$ cat config.mk
export PLATFORM = sky130hd
export DESIGN_NAME = refl_test_seq
export DESIGN_NICKNAME = d
export VERILOG_FILES = /design/src/rtl/refl_pkg.sv /design/src/rtl/refl_phase_ctl.sv /design/src/rtl/refl_peak_track.sv /design/src/rtl/refl_test_seq.sv
export SDC_FILE = /design/constraint.sdc
export NUM_CORES = 1
export LEC_CHECK = 0
export BUFFER_PORTS_ARGS = -buffer_cell sky130_fd_sc_hd__buf_2
export CAP_MARGIN = 10
export CELL_PAD_IN_SITES_DETAIL_PLACEMENT = 0
export CELL_PAD_IN_SITES_GLOBAL_PLACEMENT = 1
export CORE_ASPECT_RATIO = 1.75
export CORE_MARGIN = 5
export CORE_UTILIZATION = 43
export CTS_CLUSTER_DIAMETER = 80
export DETAILED_ROUTE_END_ITERATION = 6
export PLACE_DENSITY_LB_ADDON = 0.12
export SLEW_MARGIN = 20
export SYNTH_ARGS = -nofsm -noshare
export SYNTH_HDL_FRONTEND = slang
export SYNTH_SLANG_ARGS = --single-unit
$ cat constraint.sdc
create_clock -name clk -period 3.8 [get_ports clk]
set_input_delay 0.76 -clock clk [delete_from_list [all_inputs] [get_ports clk]]
set_output_delay 0.76 -clock clk [all_outputs]
set_load 0.005 [all_outputs]
$ cat src/rtl/refl_pkg.sv
package refl_pkg;

  typedef enum logic [2:0] {
    PH_IDLE = 3'd0,
    PH_PRE  = 3'd1,
    PH_TX   = 3'd2,
    PH_POST = 3'd3,
    PH_LINK = 3'd4
  } phase_e;

  localparam logic [1:0] RES_GOOD  = 2'b00;
  localparam logic [1:0] RES_OPEN  = 2'b01;
  localparam logic [1:0] RES_SHORT = 2'b10;
  localparam logic [1:0] RES_FAIL  = 2'b11;

  // quiet-phase code to milliseconds
  function automatic int unsigned quiet_ms(input logic [1:0] code);
    case (code)
      2'd0:    return 0;
      2'd1:    return 10;
      2'd2:    return 100;
      default: return 1000;
    endcase
  endfunction

endpackage

$ cat src/rtl/refl_phase_ctl.sv
module refl_phase_ctl
  import refl_pkg::*;
#(
  parameter int unsigned US_PER_MS = 1000,
  parameter int unsigned LEN_W     = 16
) (
  input  logic             clk,
  input  logic             rst_n,
  input  logic             tick,
  input  logic             start,
  input  logic [1:0]       pre_code,
  input  logic [1:0]       post_code,
  input  logic [LEN_W-1:0] tx_len,
  input  logic             line_act,
  output phase_e           phase,
  output logic             busy,
  output logic             launch,
  output logic             done,
  output logic             fail
);

  localparam int unsigned MAX_T = 1000 * US_PER_MS;
  localparam int unsigned SIL_W = $clog2(MAX_T + 1);
  localparam int unsigned CNT_W = (SIL_W > LEN_W) ? SIL_W : LEN_W;
  localparam logic [CNT_W-1:0] ONE = {{(CNT_W-1){1'b0}}, 1'b1};

  phase_e           st_q, st_d, after_cur;
  logic [CNT_W-1:0] cnt_q, cnt_d;
  logic [CNT_W-1:0] pre_len_q, post_len_q, tx_len_q;
  logic [CNT_W-1:0] in_pre, in_post, in_tx, cur_len;
  logic             done_q, done_d, fail_q, fail_d;
  logic             phase_end, abort;

  // first non-empty phase at or after 'from'
  function automatic phase_e pick(input phase_e from,
                                  input logic [CNT_W-1:0] p,
                                  input logic [CNT_W-1:0] t,
                                  input logic [CNT_W-1:0] q);
    if (from == PH_PRE && p != '0) return PH_PRE;
    if ((from == PH_PRE || from == PH_TX) && t != '0) return PH_TX;
    if (q != '0) return PH_POST;
    return PH_LINK;
  endfunction

  assign in_pre  = CNT_W'(quiet_ms(pre_code) * US_PER_MS);
  assign in_post = CNT_W'(quiet_ms(post_code) * US_PER_MS);
  assign in_tx   = CNT_W'(tx_len);

  assign busy   = (st_q == PH_PRE) || (st_q == PH_TX) || (st_q == PH_POST);
  assign launch = start && !busy;
  assign abort  = line_act && ((st_q == PH_PRE) || (st_q == PH_POST));

  always_comb begin
    case (st_q)
      PH_PRE:  cur_len = pre_len_q;
      PH_TX:   cur_len = tx_len_q;
      PH_POST: cur_len = post_len_q;
      default: cur_len = '0;
    endcase
  end

  assign phase_end = busy && tick && (cnt_q == cur_len - ONE);

  always_comb begin
    case (st_q)
      PH_PRE:  after_cur = pick(PH_TX, pre_len_q, tx_len_q, post_len_q);
      PH_TX:   after_cur = pick(PH_POST, pre_len_q, tx_len_q, post_len_q);
      default: after_cur = PH_LINK;
    endcase
  end

  // next state
  always_comb begin
    st_d   = st_q;
    cnt_d  = cnt_q;
    done_d = done_q;
    fail_d = fail_q;
    if (launch) begin
      st_d   = pick(PH_PRE, in_pre, in_tx, in_post);
      cnt_d  = '0;
      done_d = (st_d == PH_LINK);
      fail_d = 1'b0;
    end else if (abort) begin
      st_d   = PH_LINK;
      cnt_d  = '0;
      done_d = 1'b1;
      fail_d = 1'b1;
    end else if (phase_end) begin
      st_d   = after_cur;
      cnt_d  = '0;
      done_d = (after_cur == PH_LINK);
    end else if (busy && tick) begin
      cnt_d = cnt_q + ONE;
    end
  end

  // configuration capture, enabled by launch
  always_ff @(posedge clk or negedge rst_n) begin
    if (!rst_n) begin
      pre_len_q  <= '0;
      post_len_q <= '0;
      tx_len_q   <= '0;
    end else if (launch) begin
      pre_len_q  <= in_pre;
      post_len_q <= in_post;
      tx_len_q   <= in_tx;
    end
  end

  always_ff @(posedge clk or negedge rst_n) begin
    if (!rst_n) begin
      st_q   <= PH_IDLE;
      cnt_q  <= '0;
      done_q <= 1'b0;
      fail_q <= 1'b0;
    end else begin
      st_q   <= st_d;
      cnt_q  <= cnt_d;
      done_q <= done_d;
      fail_q <= fail_d;
    end
  end

  assign phase = st_q;
  assign done  = done_q;
  assign fail  = fail_q;

  AST_FAIL_IMPLIES_DONE: assert property (@(posedge clk) disable iff (!rst_n)
    fail_q |-> done_q);
  AST_CNT_BOUND: assert property (@(posedge clk) disable iff (!rst_n)
    busy |-> (cnt_q < cur_len));
  AST_START_IGNORED: assert property (@(posedge clk) disable iff (!rst_n)
    (busy && start && !phase_end && !abort) |=> (st_q == $past(st_q)));
  AST_LAUNCH_CLEARS: assert property (@(posedge clk) disable iff (!rst_n)
    launch |=> !fail_q);

endmodule

$ cat src/rtl/refl_peak_track.sv
module refl_peak_track #(
  parameter int unsigned TAP_W = 7,
  parameter int unsigned MAG_W = 12,
  parameter int unsigned LOC_W = 10
) (
  input  logic             clk,
  input  logic             rst_n,
  input  logic             clr,
  input  logic             en,
  input  logic             pk_valid,
  input  logic [TAP_W-1:0] pk_tap,
  input  logic [MAG_W-1:0] pk_mag,
  input  logic             pk_sign,
  input  logic [LOC_W-1:0] pk_loc,
  input  logic [TAP_W-1:0] tap_lo,
  input  logic [TAP_W-1:0] tap_hi,
  output logic             detected,
  output logic             sign,
  output logic [LOC_W-1:0] loc
);

  logic [MAG_W-1:0] mag_q, mag_d;
  logic [LOC_W-1:0] loc_q, loc_d;
  logic             sign_q, sign_d;
  logic             in_win, take;

  assign in_win = (pk_tap >= tap_lo) && (pk_tap <= tap_hi);
  assign take   = en && pk_valid && in_win && (pk_mag > mag_q);

  always_comb begin
    mag_d  = mag_q;
    loc_d  = loc_q;
    sign_d = sign_q;
    if (clr) begin
      mag_d  = '0;
      loc_d  = '0;
      sign_d = 1'b0;
    end else if (take) begin
      mag_d  = pk_mag;
      loc_d  = pk_loc;
      sign_d = pk_sign;
    end
  end

  always_ff @(posedge clk or negedge rst_n) begin
    if (!rst_n) begin
      mag_q  <= '0;
      loc_q  <= '0;
      sign_q <= 1'b0;
    end else begin
      mag_q  <= mag_d;
      loc_q  <= loc_d;
      sign_q <= sign_d;
    end
  end

  assign detected = (mag_q != '0);
  assign sign     = sign_q;
  assign loc      = loc_q;

  AST_PEAK_MONO: assert property (@(posedge clk) disable iff (!rst_n)
    !clr |=> (mag_q >= $past(mag_q)));
  AST_HOLD_OUTSIDE_TX: assert property (@(posedge clk) disable iff (!rst_n)
    (!en && !clr) |=> ($stable(mag_q) && $stable(loc_q) && $stable(sign_q)));

endmodule

$ cat src/rtl/refl_test_seq.sv
module refl_test_seq
  import refl_pkg::*;
#(
  parameter int unsigned US_PER_MS = 1000,
  parameter int unsigned LEN_W     = 16,
  parameter int unsigned TAP_W     = 7,
  parameter int unsigned MAG_W     = 12,
  parameter int unsigned LOC_W     = 10
) (
  input  logic               clk,
  input  logic               rst_n,
  input  logic               us_tick,
  input  logic               start,
  input  logic [1:0]         pre_code,
  input  logic [1:0]         post_code,
  input  logic [LEN_W-1:0]   tx_len_us,
  input  logic               amp_sel,
  input  logic [TAP_W-1:0]   tap_lo,
  input  logic [TAP_W-1:0]   tap_hi,
  input  logic               line_act,
  input  logic               pk_valid,
  input  logic [TAP_W-1:0]   pk_tap,
  input  logic [MAG_W-1:0]   pk_mag,
  input  logic               pk_sign,
  input  logic [LOC_W-1:0]   pk_loc,
  output logic               tx_en,
  output logic               tx_amp,
  output logic               silence,
  output logic               forced_link,
  output logic               busy,
  output logic [1:0]         stat_word,
  output logic [LOC_W+1:0]   fault_word,
  output logic [1:0]         result_code
);

  phase_e           phase;
  logic             launch, done, fail;
  logic             amp_q;
  logic [TAP_W-1:0] tap_lo_q, tap_hi_q;
  logic             pk_det, pk_sgn;
  logic [LOC_W-1:0] pk_at;

  refl_phase_ctl #(
    .US_PER_MS (US_PER_MS),
    .LEN_W     (LEN_W)
  ) u_ctl (
    .clk       (clk),
    .rst_n     (rst_n),
    .tick      (us_tick),
    .start     (start),
    .pre_code  (pre_code),
    .post_code (post_code),
    .tx_len    (tx_len_us),
    .line_act  (line_act),
    .phase     (phase),
    .busy      (busy),
    .launch    (launch),
    .done      (done),
    .fail      (fail)
  );

  // level and analysis window captured at launch
  always_ff @(posedge clk or negedge rst_n) begin
    if (!rst_n) begin
      amp_q    <= 1'b0;
      tap_lo_q <= '0;
      tap_hi_q <= '0;
    end else if (launch) begin
      amp_q    <= amp_sel;
      tap_lo_q <= tap_lo;
      tap_hi_q <= tap_hi;
    end
  end

  refl_peak_track #(
    .TAP_W (TAP_W),
    .MAG_W (MAG_W),
    .LOC_W (LOC_W)
  ) u_peak (
    .clk      (clk),
    .rst_n    (rst_n),
    .clr      (launch),
    .en       (phase == PH_TX),
    .pk_valid (pk_valid),
    .pk_tap   (pk_tap),
    .pk_mag   (pk_mag),
    .pk_sign  (pk_sign),
    .pk_loc   (pk_loc),
    .tap_lo   (tap_lo_q),
    .tap_hi   (tap_hi_q),
    .detected (pk_det),
    .sign     (pk_sgn),
    .loc      (pk_at)
  );

  assign tx_en       = (phase == PH_TX);
  assign tx_amp      = tx_en && amp_q;
  assign silence     = (phase == PH_PRE) || (phase == PH_POST);
  assign forced_link = (phase == PH_LINK);
  assign stat_word   = {done, fail};
  assign fault_word  = {pk_det, pk_sgn, pk_at};

  always_comb begin
    if (!done)       result_code = RES_GOOD;
    else if (fail)   result_code = RES_FAIL;
    else if (!pk_det) result_code = RES_GOOD;
    else if (pk_sgn) result_code = RES_OPEN;
    else             result_code = RES_SHORT;
  end

  AST_PHASE_EXCL: assert property (@(posedge clk) disable iff (!rst_n)
    $onehot0({tx_en, silence, forced_link}));
  AST_AMP_ONLY_TX: assert property (@(posedge clk) disable iff (!rst_n)
    tx_amp |-> tx_en);
  AST_LINK_STICKY: assert property (@(posedge clk) disable iff (!rst_n)
    (forced_link && !start) |=> forced_link);

endmodule

==> results.tsv, run 1 <==
stage	metric	value	unit
synth	Synth cell types	63	
synth	post-synthesis instance area	5850	um^2
clock_network	CTS tree	done	
sta	Slew Limit Fails	0	
sta	final hold violation count	0	
worst_setup_path	WP data required	4030	ps
clock_network	clk sinks	93	
drt	Starting DRT DRC Count	141	
worst_setup_path	CP dominant cell by count	o211ai_1	
sta	Slew HR	0.441	
power	clock power share	0.188	
cells_and_area	# fillers	1357	
clock_network	Max Buffers Root-to-Sink	2	
sta	Final Skew	10.3	ps
drt	DR DRC count	0	
worst_setup_path	cells along the critical path	buf_4, mux2i_1, o211ai_1, o31a_1, or2_4, o41ai_1, o211ai_1, nor4_1, nand4_1, nand2_2, mux2_1	
floorplan	width of the die	98.2	um
power	Flop pwr share	0.326	
clock_network	PostCTS Resize Cnt	0	
synth	dominant cells by area after synthesis	dfrtp_1 40%, nand2_1 9.0%, ha_1 7.9%, mux2i_1 4.5%, xor2_1 3.6%	
worst_setup_path	Critical Path Source Type	flop	
floorplan	die height	164	um
floorplan	Rows	56	
power	Psw	2.04	mW
grt	GRT Total Usage	0.202	
worst_setup_path	CP max stage delay	540	ps
power	VDD IR max	297	uV
drt	First-pass DRT Iterations	4	
clock_network	# Post-CTS Setup Buffers	0	
placement	IO buf count	91	
synth	count leader, synth	nand2_1	
clock_network	# H-tree levels	3	
cells_and_area	Area growth, synth to finish	16.0	%
clock_network	TritonCTS buffer count	9	
clock_network	Worst-Skew Late Latency	350	ps
synth	syn_area_per_cell	8.79	um^2
worst_setup_path	Largest delay share family, worst path	simple AND/OR/NAND/NOR gates	
synth	most common library cells after synthesis	140 x nand2_1, 93 x dfrtp_1, 50 x nor2_1, 48 x inv_1, 37 x ha_1	
drt	met3 WL	392	um
synth	ys flop type	dfrtp_1	
drt	Post-Route WL	15800	um
drt	routed vias	4986	
power	switching part of the total	0.422	
synth	Cells after Synth	665	
placement	Placed Area	6480	um^2
cells_and_area	diode count	0	
hold_path	Hold Crit Class	in -> async	
floorplan	Ports	92	
sta	worst-margin pin slew	836	ps
worst_setup_path	worst r2r src	u_ctl.phase[0]$_DFFE_PN0P_	
drt	highest metal used	met4	
sta	fmax	0.285	GHz
sta	Tmin final	3510	ps
worst_setup_path	Crit path arrival time	3740	ps
synth	post-synthesis sequential area ratio	0.398	
power	Logic pwr share	0.486	
worst_setup_path	slowest CP cell	dfrtp_2	
floorplan	starting density of the core	0.437	
placement	Detailed Place HPWL	12600	um
power	PwrDens	713	nW/um^2
drt	vias per std cell	5.37	
drt	Post-DRT Antenna Nets	0	
worst_setup_path	worst setup path startpoint	u_ctl.phase[0]$_DFFE_PN0P_	
worst_setup_path	crit-path max FO	16	
synth	Yosys top cell area share	0.398	
worst_setup_path	Buf/Inv on CP	1	
floorplan	die area	16100	um^2
status	status	complete, no violations	
grt	vias in the first global route	5209	
power	Lkg Pwr	3.36	nW
drt	DR WL/cell	17.0	um
floorplan	Core ar.	13400	um^2
synth	total nets after synthesis	773	
cells_and_area	layout cells sized above 1	0.196	
sta	unrepaired setup endpoints after global routing	no	
clock_network	CTS clk-pin slew, worst paths	70	ps
cells_and_area	Finished Cell Area	6780	um^2
job	max-cap viol count	0	
sta	Setup-failing EPs final	0	
clock_network	hold_buf cts	0	
synth	Ys Warns	0	
synth	Post-synth EDFFs	0	
sta	final worst-path cycle share	0.924	
placement	Placement Setup Slack	136	ps
sta	Total Neg Setup Slack	0	ps
clock_network	clock root buffer	clkbuf_16	
power	P_int	2.80	mW
synth	most area-hungry cell type in the Yosys netlist	dfrtp_1	
worst_setup_path	CP endpoint kind	flop	
synth	flops & latches, synth	93	
synth	asr flop ratio synth	1.00	
drt	DRT met1 WL	5670	um
placement	GPL Wtd Cong	0.952	
worst_setup_path	CP Class	reg -> reg	
drt	met2 routed WL	8770	um
grt	initial antenna violation count	0	
grt	largest net degree at the start of global routing	73	
sta	final worst slack	290	ps
grt	first-pass GRT wire length	25800	um
cells_and_area	fin nets	857	
cells_and_area	Final Util	0.507	
grt	Remaining Overflow, GRT	0	
-- state kept, by name (all words and copies together) (netlist names), 3 cells and up --
| name | count |
|---|---|
| u_ctl.cnt_q | 20 |
| u_ctl.tx_len_q | 16 |
| u_peak.mag_q | 12 |
| u_peak.loc | 10 |
| tap_hi_q | 7 |
| tap_lo_q | 7 |
| u_ctl.post_len_q | 7 |
| u_ctl.pre_len_q | 7 |
| u_ctl.phase | 3 |
-- worst paths after layout --
kind	end	slack, ps	depth (start not counted)
max in group asynchronous	u_ctl.phase[1]$_DFFE_PN0P_	2660	2
min reg2reg	u_ctl.pre_len_q[16]$_DFFE_PN0P_	470	2
min in group clk	u_ctl.pre_len_q[16]$_DFFE_PN0P_	470	2
max	u_ctl.done$_DFFE_PN0P_	290	11
min	u_ctl.cnt_q[0]$_DFFE_PN0P_	320	1
max reg2reg	u_ctl.done$_DFFE_PN0P_	290	11
-- power groups by stage --
stage / logic, mW / clock network (mW) / registers (mW)
4_1_cts: 2.36 / 0.936 / 1.57
2_1_floorplan: 1.83 / 0 / 1.44
6_report: 2.35 / 0.907 / 1.58
3_5_place_dp: 2.34 / 0 / 1.60
3_3_place_gp: 2.31 / 0 / 1.59
5_1_grt: 2.61 / 0.972 / 1.62
-- kinds of logic (layout without fill, tap and decap cells) --
logic type	count (synthesis)	after routing	synth area share
multiplexers	40	40	0.0719
AND/OR/NAND/NOR	276	276	0.217
flip-flops	93	93	0.398
AO/OA/AOI/OAI	94	94	0.105
buffers and inverters	81	170	0.0629
adder cells (fa/ha/maj)	37	37	0.0792
XOR/XNOR	44	44	0.0659
-- metrics by stage --
step                      instances  power, mW  hold slack (ps)
after global placement          912       3.90              470
after detailed placement        912       3.94              469
final                           928       4.84              317
after global routing            928       5.21              338
after floorplan                 665       3.28              437
after CTS                       928       4.87              321
-- layer usage --
metal,GRT usage,vias up
li1,-,2429
met1,0.198,2408
met2,0.389,98
met3,0.0319,51
met4,0.126,0
met5,0,-
-- final cells by class --
| class | count | area, um^2 | share of cell area |
|---|---|---|---|
| inverter | 48 | 180 | 0.0266 |
| timing repair buffer | 106 | 583 | 0.0860 |
| multi-input combinational | 491 | 3180 | 0.469 |
| clock buffer | 11 | 233 | 0.0343 |
| clock inverter | 5 | 60.1 | 0.00885 |
| sequential | 93 | 2330 | 0.343 |
| tap | 174 | 218 | 0.0321 |
-- layout by cell type (no fill, tap or decap), types with 5 or more instances in the layout --
cell type,Yosys,final
nand2_1,140,140
dfrtp_1,93,91
buf_2,3,90
nor2_1,50,49
inv_1,48,48
ha_1,37,37
o21ai_0,28,27
mux2i_1,26,26
xor2_1,24,24
xnor2_1,20,20
nor4_1,16,16
a21oi_1,16,16
buf_4,8,15
mux2_2,12,12
nand3_1,11,11
nor3_1,9,9
clkbuf_16,0,9
nand4_1,8,8
a21o_1,7,7
nor2b_1,6,6
nand3b_1,6,6
nand2b_1,6,5
o22ai_1,5,5
and3_1,5,5
Power figures use the tool's default switching activity.
==> run 2: changes to the inputs <==
Settings changed: ABC_AREA from default to 1, CORE_UTILIZATION 43 to 42.
==> results.tsv, run 2 <==
stage	metric	value	unit
cells_and_area	commonest non-fill, non-tap cell in the layout	nand2_1	
clock_network	Worst-Skew Late Latency	340	ps
cells_and_area	register bank with the most flops	u_ctl.cnt_q	
floorplan	starting density of the core	0.424	
sta	Slew Limit Fails	0	
placement	IO buf count	91	
worst_setup_path	crit-path max FO	21	
worst_setup_path	Crit Reg-Reg Endpoint	u_ctl.done$_DFFE_PN0P_	
floorplan	Rows	58	
drt	routed vias	5527	
status	status	complete, no violations	
clock_network	Max Buffers Root-to-Sink	2	
worst_setup_path	worst r2r src	u_ctl.phase[2]$_DFFE_PN0P_	
cells_and_area	highest-count cells in the layout ignoring fill and taps	223 x nand2_1, 99 x inv_1, 93 x dfrtp_1, 90 x buf_2, 83 x nand3_1	
drt	DR WL/cell	15.1	um
floorplan	die area	17000	um^2
cells_and_area	diode count	0	
sta	Setup-failing EPs final	0	
worst_setup_path	worst setup path startpoint	u_ctl.phase[2]$_DFFE_PN0P_	
synth	Synth cell types	38	
worst_setup_path	Worst Setup EP	u_ctl.done$_DFFE_PN0P_	
grt	GRT Max-Usage Layer	met2	
floorplan	Ports	92	
grt	M3 GR Usage	0.0243	
cells_and_area	fin nets	1011	
drt	Post-DRT Antenna Nets	0	
clock_network	CTS tree	done	
clock_network	PostCTS Resize Cnt	0	
clock_network	clk sinks	93	
worst_setup_path	CP endpoint kind	flop	
synth	syn_area_per_cell	7.35	um^2
worst_setup_path	Buf/Inv on CP	2	
clock_network	CTS clk-pin slew, worst paths	70	ps
grt	met2 Use GR	0.398	
power	Lkg Pwr	3.70	nW
placement	Detailed Place HPWL	13200	um
worst_setup_path	slowest CP cell	dfrtp_1	
cells_and_area	layout cells sized above 1	0.174	
worst_setup_path	Critical Path Source Type	flop	
cells_and_area	Top Registers	u_ctl.cnt_q: 20 flops, u_ctl.tx_len_q: 16 flops, u_peak.mag_q: 12 flops	
sta	unrepaired setup endpoints after global routing	no	
sta	final worst slack	716	ps
placement	Placed Area	6620	um^2
sta	Tmin final	3080	ps
synth	post-synthesis instance area	6040	um^2
worst_setup_path	cells along the critical path	inv_2, nand2_4, nor2_2, nand2_1, ha_1, inv_1, nand2_1, nand2_1, nand3_1, nand2_1, nand3_1, nor2_1, nand2_1, a21oi_1, nand2_1, nor2_1, nand2_1, nor2_2, nand2_4, nand2_4, nand2_1, nand2_1	
placement	Placement Setup Slack	718	ps
clock_network	clock root buffer	clkbuf_16	
synth	most common library cells after synthesis	223 x nand2_1, 99 x inv_1, 93 x dfrtp_1, 83 x nand3_1, 73 x nor2_1	
sta	Total Neg Setup Slack	0	ps
synth	most area-hungry cell type in the Yosys netlist	dfrtp_1	
placement	number of cells after detailed placement	1072	
placement	GPL Wtd Cong	0.852	
worst_setup_path	CP Class	reg -> reg	
grt	GRT met1 Usage	0.208	
synth	ys flop type	dfrtp_1	
clock_network	hold_buf cts	0	
synth	Ys Warns	0	
power	PwrDens	667	nW/um^2
synth	count leader, synth	nand2_1	
worst_setup_path	CP max stage delay	430	ps
drt	DR DRC count	0	
power	VDD IR max	279	uV
floorplan	width of the die	101	um
sta	Final Skew	8.03	ps
worst_setup_path	CP dominant cell by count	nand2_1	
synth	asr flop ratio synth	1.00	
drt	Starting DRT DRC Count	198	
hold_path	Hold Crit Class	in -> async	
cells_and_area	Area growth, synth to finish	14.4	%
drt	Post-Route WL	16500	um
grt	Remaining Overflow, GRT	0	
sta	final hold violation count	0	
worst_setup_path	Reg2Reg Depth	22	
worst_setup_path	WP data required	4080	ps
grt	initial antenna violation count	0	
cells_and_area	# fillers	1514	
cells_and_area	max reg flops	20	
sta	Slew HR	0.564	
synth	dominant cells by area after synthesis	dfrtp_1 39%, nand2_1 14%, ha_1 7.7%, nand3_1 6.9%, inv_1 6.2%	
synth	total nets after synthesis	929	
worst_setup_path	Worst path depth	22	
grt	largest net degree at the start of global routing	70	
clock_network	# Post-CTS Setup Buffers	0	
synth	Yosys top cell area share	0.385	
worst_setup_path	Crit path arrival time	3370	ps
worst_setup_path	worst reg2reg setup slack	720	ps
cells_and_area	register area	2330	um^2
sta	worst-margin pin slew	653	ps
sta	final worst-path cycle share	0.812	
power	Final Power	4.61	mW
drt	vias per std cell	5.08	
synth	post-synthesis sequential area ratio	0.385	
cells_and_area	fin cells	1088	
floorplan	Core ar.	14200	um^2
clock_network	# H-tree levels	3	
grt	GRT Total Usage	0.203	
cells_and_area	area occupied by multi-input gates	3170	um^2
drt	First-pass DRT Iterations	7	
grt	vias in the first global route	5839	
floorplan	die height	169	um
clock_network	TritonCTS buffer count	9	
cells_and_area	Finished Cell Area	6910	um^2
worst_setup_path	Largest delay share family, worst path	simple AND/OR/NAND/NOR gates	
job	max-cap viol count	0	
synth	Cells after Synth	821	
synth	flops & latches, synth	93	
grt	first-pass GRT wire length	27500	um
sta	fmax	0.324	GHz
synth	Post-synth EDFFs	0	
-- run 2: cell count changes after synthesis, sizes merged, moves of 7 or more --
cell,change
nor2,+43
nand3,+73
mux2,-13
xnor2,-18
mux2i,-27
nand4,+12
inv,+55
o21ai,+24
nand2,+94
a21o,-7
-- run 2: power breakdown --
part,total (mW),switching [mW],leakage (nW),internal (mW)
registers,1.47,0.211,1.22,1.26
logic,2.26,1.49,2.34,0.767
clock network,0.871,0.391,0.141,0.480
total,4.61,2.10,3.70,2.51
-- run 2: cell families after synthesis --
logic type / synth area share
fa+ha+maj: 0.0767
compound gates: 0.0744
xor+xnor: 0.0319
flops: 0.385
simple gates: 0.341
buf+inv: 0.0902
-- run 2: how the worst min path moves through the flow --
stage,end,depth (start not counted)
floorplan,u_ctl.pre_len_q[10]$_DFFE_PN0P_,2
global placement,u_ctl.pre_len_q[11]$_DFFE_PN0P_,2
detailed placement,u_ctl.pre_len_q[11]$_DFFE_PN0P_,2
CTS,u_ctl.cnt_q[11]$_DFFE_PN0P_,1
global route,u_ctl.cnt_q[17]$_DFFE_PN0P_,1
finish,u_ctl.cnt_q[17]$_DFFE_PN0P_,1
-- run 2: final cells by class --
cell class              instances  share of cell area
flip-flops and latches         93               0.337
clock inverters                 5             0.00507
multi-input cells             597               0.458
well taps                     180              0.0326
clock buffers                  11              0.0366
inverters                     104              0.0565
repair buffers                 98              0.0739
-- run 2: worst reg2reg max path: cells and delay by family (launching register included) --
family / cells / cell delay [ps]
compound gates: 1 / 130
fa+ha+maj: 1 / 230
buf+inv: 2 / 290
flops: 1 / 430
simple gates: 18 / 1980
-- run 2: per-stage QoR --
stage                     utilization  hold slack (ps)
after floorplan                     -              442
after global placement          0.465              474
after detailed placement        0.465              471
after CTS                       0.486              462
after global routing            0.486              505
final                           0.486              442
-- run 2: layer usage --
| metal | share of wire | vias up | routed length (um) |
|---|---|---|---|
| li1 | - | 2798 | - |
| met1 | 0.36 | 2608 | 5970 |
| met2 | 0.57 | 91 | 9390 |
| met3 | 0.027 | 30 | 453 |
| met4 | 0.041 | 0 | 668 |
| met5 | 0 | - | 0 |
==> run 3: changes to the inputs <==
Settings changed: ABC_AREA 1 to 0, CORE_UTILIZATION 42 to 43.
Clock period 3.8 ns to 3.2 ns, I/O delays scaled along.
==> results.tsv, run 3 (synthesis results as in run 1) <==
stage	metric	value	unit
status	status	complete, no violations	
job	max-cap viol count	0	
worst_setup_path	CP endpoint kind	flop	
sta	Tmin final	3190	ps
worst_setup_path	Critical Path Source Type	flop	
grt	first-pass GRT wire length	26500	um
grt	GRT Max-Usage Layer	met2	
cells_and_area	diode count	0	
clock_network	clock root buffer	clkbuf_16	
power	PwrDens	895	nW/um^2
power	VDD IR max	327	uV
hold_path	Hold Crit Class	in -> async	
grt	GRT Total Usage	0.208	
sta	Slew HR	0.542	
sta	worst-margin pin slew	686	ps
placement	Detailed Place HPWL	12800	um
floorplan	Core ar.	13400	um^2
sta	Final Skew	12.9	ps
cells_and_area	commonest non-fill, non-tap cell in the layout	nand2_1	
grt	initial antenna violation count	0	
clock_network	Worst-Skew Late Latency	350	ps
drt	Starting DRT DRC Count	187	
grt	vias in the first global route	5506	
grt	Remaining Overflow, GRT	0	
clock_network	hold_buf cts	0	
drt	DR DRC count	0	
cells_and_area	Area growth, synth to finish	25.1	%
worst_setup_path	worst setup path startpoint	u_ctl.phase[0]$_DFFE_PN0P_	
cells_and_area	max reg flops	20	
drt	routed vias	5072	
worst_setup_path	Reg2Reg Depth	15	
grt	M3 GR Usage	0.0323	
sta	Setup-failing EPs final	0	
power	Final Power	6.55	mW
worst_setup_path	worst reg2reg setup slack	10	ps
worst_setup_path	CP max stage delay	410	ps
sta	final hold violation count	0	
drt	DR WL/cell	16.5	um
sta	Slew Limit Fails	0	
grt	largest net degree at the start of global routing	73	
worst_setup_path	Crit path arrival time	3420	ps
grt	met2 Use GR	0.408	
floorplan	starting density of the core	0.437	
floorplan	Ports	92	
worst_setup_path	crit-path max FO	8	
cells_and_area	Top Registers	u_ctl.cnt_q: 20 flops, u_ctl.tx_len_q: 16 flops, u_peak.mag_q: 12 flops	
drt	vias per std cell	5.21	
power	Lkg Pwr	3.64	nW
worst_setup_path	slowest CP cell	dfrtp_1	
cells_and_area	fin nets	902	
sta	final worst-path cycle share	0.996	
drt	First-pass DRT Iterations	4	
floorplan	width of the die	98.2	um
worst_setup_path	CP dominant cell by count	buf_4	
worst_setup_path	CP Class	reg -> reg	
worst_setup_path	WP data required	3430	ps
clock_network	CTS tree	done	
sta	Total Neg Setup Slack	0	ps
placement	IO buf count	91	
grt	GRT met1 Usage	0.208	
worst_setup_path	Crit Reg-Reg Endpoint	u_ctl.done$_DFFE_PN0P_	
clock_network	TritonCTS buffer count	9	
floorplan	die height	164	um
clock_network	# H-tree levels	3	
sta	fmax	0.314	GHz
clock_network	Max Buffers Root-to-Sink	2	
worst_setup_path	cells along the critical path	buf_6, buf_4, buf_4, nand3b_1, o211ai_1, o31a_1, buf_4, nor3_2, buf_4, mux2i_1, a2bb2oi_2, nor4_2, nand4_1, nand2_2, mux2_1	
worst_setup_path	worst r2r src	u_ctl.phase[0]$_DFFE_PN0P_	
cells_and_area	highest-count cells in the layout ignoring fill and taps	140 x nand2_1, 92 x dfrtp_1, 90 x buf_2, 52 x buf_4, 49 x nor2_1	
clock_network	clk sinks	93	
floorplan	die area	16100	um^2
cells_and_area	register bank with the most flops	u_ctl.cnt_q	
floorplan	Rows	56	
clock_network	CTS clk-pin slew, worst paths	70	ps
sta	unrepaired setup endpoints after global routing	yes	
drt	Post-DRT Antenna Nets	0	
placement	GPL Wtd Cong	0.878	
cells_and_area	layout cells sized above 1	0.262	
drt	Post-Route WL	16000	um
==> run 3: changes by cell type in the layout (fill, tap and decap cells not counted), moves of 24 or more <==
cell     previous run  this run
nand2_1           223       140
o21ai_0            53        27
buf_4               8        52
nand3_1            83        10
nor2_1             73        49
mux2i_1             0        25
inv_1              99        47
==> run 3: routing by layer <==
metal,up-vias,wire (um)
met5,-,0
li1,2513,-
met1,2418,5660
met3,37,435
met2,104,9210
met4,0,729
==> run 3: cell type report <==
type,count,area (um^2)
Multi-Input combinational cell,491,3270
Sequential cell,93,2330
Clock inverter,6,92.6
Tap cell,174,218
Timing Repair Buffer,151,986
Clock buffer,10,239
Inverter,48,180
Fill cell,1296,6070
==> run 3: how the worst max path moves through the flow <==
stage	to	cells past startpoint	slack, ps
5_1_grt	u_ctl.done$_DFFE_PN0P_	11	-170
6_report	u_ctl.done$_DFFE_PN0P_	15	10
2_1_floorplan	u_ctl.done$_DFFE_PN0P_	16	0.6
3_3_place_gp	u_ctl.done$_DFFE_PN0P_	13	-80
4_1_cts	u_ctl.done$_DFFE_PN0P_	13	10
3_5_place_dp	u_ctl.done$_DFFE_PN0P_	11	-100
==> run 3: worst max-delay path, delay by kind of cell (launching register included) <==
family                 cells  cell delay (ps)
flip-flops                 1              410
multiplexers               2              400
buffers and inverters      5              750
AND/OR/NAND/NOR            5              910
AO/OA/AOI/OAI              3              600
==> run 3: timing repair <==
action	CTS	global route
pin swaps	12	4
buffers inserted	5	2
endpoints found under the setup margin	21	24
resized for setup	13	9
==> run 3: where the power goes <==
group / internal [mW] / switching [mW] / leakage, nW
Combinational: 1.70 / 1.83 / 2.27
Sequential: 1.52 / 0.303 / 1.22
Clock: 0.712 / 0.488 / 0.156
==> run 3: stage by stage <==
stage	util	hold slack (ps)	setup slack, ps	cells	instance area [um^2]
floorplan	-	344	0.590	665	5850
CTS	0.542	278	10.6	971	7250
global placement	0.511	462	-77.6	950	6830
finish	0.547	256	12.2	973	7310
global route	0.547	298	-174	973	7310
detailed placement	0.511	473	-101	950	6830
